**config.mk**
```make
export PLATFORM = sky130hd
export DESIGN_NAME = card_status_reg
export DESIGN_NICKNAME = d
export VERILOG_FILES = /design/src/rtl/card_status_pkg.sv /design/src/rtl/cs_live_sync.sv /design/src/rtl/cs_sticky_bank.sv /design/src/rtl/card_status_reg.sv
export SDC_FILE = /design/constraint.sdc
export NUM_CORES = 1
export LEC_CHECK = 0
export ABC_AREA = 1
export BUFFER_PORTS_ARGS = -buffer_cell sky130_fd_sc_hd__buf_4
export CAP_MARGIN = 20
export CORE_AREA = 2 2 39 41
export CTS_BUF_LIST = sky130_fd_sc_hd__clkbuf_8
export CTS_CLUSTER_DIAMETER = 150
export CTS_CLUSTER_SIZE = 40
export DETAILED_ROUTE_END_ITERATION = 16
export DIE_AREA = 0 0 41 43
export GPL_ROUTABILITY_DRIVEN = 0
export PLACE_DENSITY = 0.76
export REMOVE_ABC_BUFFERS = 1
export SLEW_MARGIN = 15
export SYNTH_ARGS = -nofsm -noshare
export SYNTH_HDL_FRONTEND = slang
export SYNTH_SLANG_ARGS = --single-unit
```
**constraint.sdc**
```tcl
create_clock -name clk_i -period 2.1 [get_ports clk_i]
set_input_delay 0.21 -clock clk_i [delete_from_list [all_inputs] [get_ports clk_i]]
set_output_delay 0.21 -clock clk_i [all_outputs]
set_load 0.05 [all_outputs]
```
**src/rtl/card_status_pkg.sv**
```systemverilog
package card_status_pkg;
  localparam int STAT_W = 8;
  // status word bit positions
  localparam int ST_PRES   = 0;
  localparam int ST_PRESL  = 1;
  localparam int ST_IO     = 2;
  localparam int ST_SUPL   = 3;
  localparam int ST_PROT   = 4;
  localparam int ST_MUTE   = 5;
  localparam int ST_EARLY  = 6;
  localparam int ST_ACTIVE = 7;
  // live sampler lanes
  localparam int LIVE_W = 4;
  localparam int LV_PRES = 0;
  localparam int LV_IO   = 1;
  localparam int LV_ACT  = 2;
  localparam int LV_SUP  = 3;
  // sticky event lanes
  localparam int EVT_W = 5;
  localparam int EV_PRESL = 0;
  localparam int EV_SUPL  = 1;
  localparam int EV_PROT  = 2;
  localparam int EV_MUTE  = 3;
  localparam int EV_EARLY = 4;
  // events that pull the interrupt (supervisor handled by live level)
  localparam logic [EVT_W-1:0] IRQ_MASK =
    EVT_W'((1 << EV_PRESL) | (1 << EV_PROT) | (1 << EV_MUTE) | (1 << EV_EARLY));
endpackage

```
**src/rtl/cs_live_sync.sv**
```systemverilog
module cs_live_sync #(
  parameter int W = 4
) (
  input  logic         clk_i,
  input  logic         rst_ni,
  input  logic [W-1:0] d_i,
  output logic [W-1:0] q_o
);
  always_ff @(posedge clk_i or negedge rst_ni) begin
    if (!rst_ni) q_o <= '0;
    else         q_o <= d_i;
  end
endmodule

```
**src/rtl/cs_sticky_bank.sv**
```systemverilog
module cs_sticky_bank #(
  parameter int W = 5
) (
  input  logic         clk_i,
  input  logic         rst_ni,
  input  logic [W-1:0] set_i,
  input  logic         clr_i,
  output logic [W-1:0] q_o
);
  for (genvar g = 0; g < W; g++) begin : g_bit
    // set wins over clear so a coincident event survives the read
    always_ff @(posedge clk_i or negedge rst_ni) begin
      if (!rst_ni) q_o[g] <= 1'b0;
      else         q_o[g] <= (q_o[g] & ~clr_i) | set_i[g];
    end
  end
endmodule

```
**src/rtl/card_status_reg.sv**
```systemverilog
module card_status_reg
  import card_status_pkg::*;
(
  input  logic              clk_i,
  input  logic              rst_ni,
  input  logic              card_present_i,
  input  logic              io_level_i,
  input  logic              card_active_i,
  input  logic              supervisor_i,
  input  logic              overload_i,
  input  logic              mute_evt_i,
  input  logic              early_evt_i,
  input  logic              rd_strobe_i,
  output logic [STAT_W-1:0] status_o,
  output logic [STAT_W-1:0] rd_data_o,
  output logic              irq_no
);
  logic [LIVE_W-1:0] live_d, live_q;
  logic [EVT_W-1:0]  evt_set, evt_q;

  always_comb begin
    live_d          = '0;
    live_d[LV_PRES] = card_present_i;
    live_d[LV_IO]   = io_level_i;
    live_d[LV_ACT]  = card_active_i;
    live_d[LV_SUP]  = supervisor_i;
  end

  cs_live_sync #(.W(LIVE_W)) u_live (
    .clk_i (clk_i),
    .rst_ni(rst_ni),
    .d_i   (live_d),
    .q_o   (live_q)
  );

  always_comb begin
    evt_set           = '0;
    evt_set[EV_PRESL] = card_present_i ^ live_q[LV_PRES];
    evt_set[EV_SUPL]  = supervisor_i;
    evt_set[EV_PROT]  = overload_i & card_active_i;
    evt_set[EV_MUTE]  = mute_evt_i;
    evt_set[EV_EARLY] = early_evt_i;
  end

  cs_sticky_bank #(.W(EVT_W)) u_evt (
    .clk_i (clk_i),
    .rst_ni(rst_ni),
    .set_i (evt_set),
    .clr_i (rd_strobe_i),
    .q_o   (evt_q)
  );

  always_comb begin
    status_o            = '0;
    status_o[ST_PRES]   = live_q[LV_PRES];
    status_o[ST_PRESL]  = evt_q[EV_PRESL];
    status_o[ST_IO]     = live_q[LV_IO];
    status_o[ST_SUPL]   = evt_q[EV_SUPL];
    status_o[ST_PROT]   = evt_q[EV_PROT];
    status_o[ST_MUTE]   = evt_q[EV_MUTE];
    status_o[ST_EARLY]  = evt_q[EV_EARLY];
    status_o[ST_ACTIVE] = live_q[LV_ACT];
  end

  // capture pre-clear word on the strobe edge
  always_ff @(posedge clk_i or negedge rst_ni) begin
    if (!rst_ni)          rd_data_o <= '0;
    else if (rd_strobe_i) rd_data_o <= status_o;
  end

  assign irq_no = ~(|(evt_q & IRQ_MASK) | live_q[LV_SUP]);
endmodule

```
After elaboration in Yosys (flattened, before gate mapping)

Cells that the tools add are included.

Register bits after elaboration: 17
Input port bits: 10
Output and inout bits: 17
Word-level logic and storage cells: 23

Bitwise gates (word level): 15
Reductions and logical operators: 1

Operator list:

| kind               | number |
|---|---|
| 1-bit AND          | 6 |
| 1-bit OR           | 6 |
| 4-bit OR reduction | 1 |
| 1-bit inverter     | 2 |
| 1-bit bitwise XOR  | 1 |

Longest topological paths before layout

Depth after elaboration: 3
Mapped depth: 4
Mapped depth without buffers: 3

By module

From an unflattened synthesis, not the netlist that was laid out.

Cells, all modules: 65
Area, all modules: 631.9 um2

By module, submodules not included:

| module          | times used | cells each | area each (um2) | sequential area each (um2) |
|---|---|---|---|---|
| card_status_reg | 1          | 40         | 346.6           | 200.2 |
| cs_sticky_bank  | 1          | 21         | 185.2           | 125.1 |
| cs_live_sync    | 1          | 4          | 100.1           | 100.1 |

Least setup slack after synthesis

OpenSTA, ideal clock, no wires.

Path kind: register -> output
Start point: register u_evt.q_o[3]
End point: output irq_no
Arrival: 1425 ps
Required time: 1890 ps
Path slack: 465 ps
Cell stages (with the launch flop): 4
Path buffers: 0
Path through: dfrtp_1 -> nor2_1 -> nand2_1 -> nor2_1

Longest elaborated chain between the ends: 3

RTL lines:

| item                             | RTL line              | RTL |
|---|---|---|
| start: declaration               | cs_sticky_bank.sv:8   | `output logic [W-1:0] q_o` |
| start signal: indexed assignment | cs_sticky_bank.sv:14  | `else q_o[g] <= (q_o[g] & ~clr_i) \| set_i[g];` |
| 4-bit OR reduction               | card_status_reg.sv:71 | `assign irq_no = ~(\|(evt_q & IRQ_MASK) \| live_q[LV_SUP]);` |
| 1-bit OR                         | card_status_reg.sv:71 |  |
| 1-bit inverter                   | card_status_reg.sv:71 |  |
| end: declaration                 | card_status_reg.sv:16 | `output logic irq_no` |

No other way between the ends.

Worst setup path in the final report

Same ends and word-level chain as after synthesis.

==> summary.txt <==
Status
  • Outcome: completed

Setup path
  • CP Launch Type: flop
  • R2r setup slk: 1.36 ns
  • Worst r2r path cells: 1
  • WP data arrival: 1.15 ns
  • CP cell instances: nor2_1 -> nand2_1 -> nor2_1 -> buf_4
  • Worst EP required: 1.89 ns
  • CP Capture Type: output pin
  • Slowest stage delay, CP: 0.40 ns
  • Slowest cell on crit path: dfrtp_1
  • Setup CP Type: flop to output pin
  • Crit path top cell by count: nor2_1
  • Largest fanout on the critical path: 4

Die
  • Initial Util: 45.5%
  • I/O pin count: 27
  • Total Die Area: 1760 sq um
  • Row cnt: 14
  • Core area: 1380 sq um
  • DIE WIDTH: 41 microns
  • Die H: 43 microns

STA
  • Worst slew pin tran: 0.234 ns
  • Final WS setup: 0.744 ns
  • Max Fclk: 737 MHz
  • Crit share post-route: 64.6%
  • Min cycle time layout: 1.36 ns
  • Clk_skew: 0.000429 ns
  • Final slew viol count: 0
  • Final Hold Vio Count: 0
  • Setup TNS: 0 ns
  • RSZ-0062 raised after global routing: no
  • Max_slew headroom: 84.4%
  • Endpoints failing setup: 0

Routing
  • Wire per inst: 11.6 microns
  • Number of antenna-violating nets in the routed design: 0
  • Initial DRC Count: 0
  • Vias per cell: 4.46
  • Initial DRT Pass Iterations: 1
  • Routed wire length: 1210 microns
  • DR DRC count: 0
  • Via count: 464

GRT
  • Initial antenna violation count: 0
  • Vias in the first global route: 461
  • Grt total ovfl: 0
  • First-pass GRT wire length: 1920 microns
  • Largest net degree at the start of global routing: 18
  • GRT Util Overall: 17.0%

Synth
  • Avg Inst Size Synth: 10.3 sq um
  • Post-Syn Instances: 61
  • Post-Synth Adder-Cell Area: 0%
  • Synth Area in XOR/XNOR: 0%
  • Mux contribution to synthesized area: 0%
  • Seq/Total Area, Yosys: 67.6%
  • Synth Warn #: 0
  • Distinct cells, synth: 11
  • Post-Synth Simple-Gate Area: 16.3%
  • Flop and latch count out of synthesis: 17
  • Largest family of logic cells by synthesized area: simple AND/OR/NAND/NOR gates
  • Synth Area in Compound Gates: 7.16%
  • Mapped cell area: 629 sq um

Power
  • Seq pwr share: 46.7%
  • Sw Ratio: 31.5%
  • VDD IR max: 0.000507 V
  • Net Sw Power: 0.000250 W
  • PD cells: 916 nW/um^2
  • Clock share of power: 29.2%
  • Combinational Power Share: 24.1%
  • P_leak: 0.473 nW
  • Internal Power: 0.000544 W

CTS
  • Root buf cell: clkbuf_8
  • Post-CTS Setup Inserts: 0
  • Clk slew on worst S/H paths: 0.06 ns
  • CTS Sinks: 17
  • Num CTS Buffers: 3
  • H-tree levels: 1
  • CTS tree: built
  • Longest Clk Path Bufs: 2
  • Skew-Pair Late Insertion Delay: 0.24 ns

Finish
  • Final cell count without fillers: 104
  • # diodes: 0
  • FF/Latch Area: 425 sq um
  • Synth-to-Final Area Change: 37.8%
  • Share of layout cells above drive strength 1: 37.5%
  • Fillers: 114
  • Multi-input gate area: 148 sq um
  • Layout Nets: 99

Placement
  • Placed cell count: 99
  • HPWL after DPL: 903 microns
  • Port buffer count: 26
  • DP Worst Slack: 1.04 ns

Worst hold path
  • Worst hold path class: primary input to flop
  • Worst Hold Depth: 1

Run
  • Max Cap Viol: 0
## final cells by class
cell class,count,area share (%)
clock buffers,3,4.76
well taps,16,2.31
repair buffers,27,23.7
flip-flops and latches,17,49.1
inverters,6,2.60
multi-input cells,34,17.0
clock inverters,1,0.577
## worst paths after layout
path / start / endpoint
worst max register to register: u_evt.q_o[4]$_DFF_PN0_ / u_evt.q_o[4]$_DFF_PN0_
worst min-delay path: io_level_i / u_live.q_o[1]$_DFF_PN0_
worst min register to register: rd_data_o[5]$_DFFE_PN0P_ / rd_data_o[5]$_DFFE_PN0P_
min in group asynchronous: rst_ni / rd_data_o[5]$_DFFE_PN0P_
worst max-delay path: u_evt.q_o[3]$_DFF_PN0_ / irq_no
max in group asynchronous: rst_ni / u_live.q_o[2]$_DFF_PN0_
## power groups by stage
stage,Clock [W],Sequential [W],Combinational (W)
2_1_floorplan,0,0.000468,0.0000265
3_3_place_gp,0,0.000375,0.000190
3_5_place_dp,0,0.000377,0.000192
4_1_cts,0.000241,0.000371,0.000193
5_1_grt,0.000254,0.000375,0.000204
6_report,0.000232,0.000371,0.000191
## critical path: cells and delay by family, from the launching register on
kind | cells | cell delay [ns]
flip-flops | 1 | 0.40
AND/OR/NAND/NOR | 3 | 0.28
buffers and inverters | 1 | 0.22
## through the flow
stage	hold slack (ns)	utilization [%]	instance area (sq um)	power (W)
floorplan	-0.0856	-	596	0.000495
global placement	0.0827	58.6	811	0.000565
detailed placement	0.0823	58.6	811	0.000569
CTS	0.0606	62.7	867	0.000806
global route	0.0574	62.7	867	0.000833
finish	0.0679	62.7	867	0.000794
## sequential cells by signal (all words and copies together), names as in the netlist
register	cells
u_live.q_o	4
u_evt.q_o	5
rd_data_o	8
## synthesized netlist by cell type
| library cell | count | area share, % |
|---|---|---|
| buf_6 | 1 | 1.8 |
| buf_4 | 3 | 3.6 |
| nand2_1 | 24 | 14 |
| nor2_1 | 2 | 1.2 |
| o21ai_0 | 4 | 3.2 |
| inv_2 | 1 | 0.60 |
| inv_1 | 5 | 3.0 |
| a21o_2 | 2 | 2.8 |
| nand3_1 | 1 | 0.79 |
| dfrtp_1 | 17 | 68 |
| a21o_1 | 1 | 1.2 |
## per-layer routing
metal	share of wire, %	vias up	global-route usage, %
met5	0	-	0
met2	51	16	27.2
met1	42	208	18.9
li1	-	238	-
met4	1.2	0	12.0
met3	5.5	2	3.14
## logic make-up (layout without fill, tap and decap cells)
group	after synthesis	in the layout
compound gates	7	7
simple gates	27	27
buf+inv	10	37
flops	17	17
## cells in the final DEF (no fill, tap or decap)
| cell | n |
|---|---|
| inv_2 | 1 |
| nand3_1 | 1 |
| a21o_1 | 1 |
| o21ai_0 | 4 |
| a21o_2 | 2 |
| nor2_1 | 2 |
| dfrtp_1 | 17 |
| nand2_1 | 24 |
| dlygate4sd3_1 | 1 |
| inv_1 | 5 |
| clkinv_2 | 1 |
| buf_4 | 26 |
| clkbuf_8 | 3 |
## repair_timing
item	CTS	global route
resized for setup	0	0
hold buffers	1	0
hold endpoints to repair	17	0
Power figures use the tool's default switching activity.
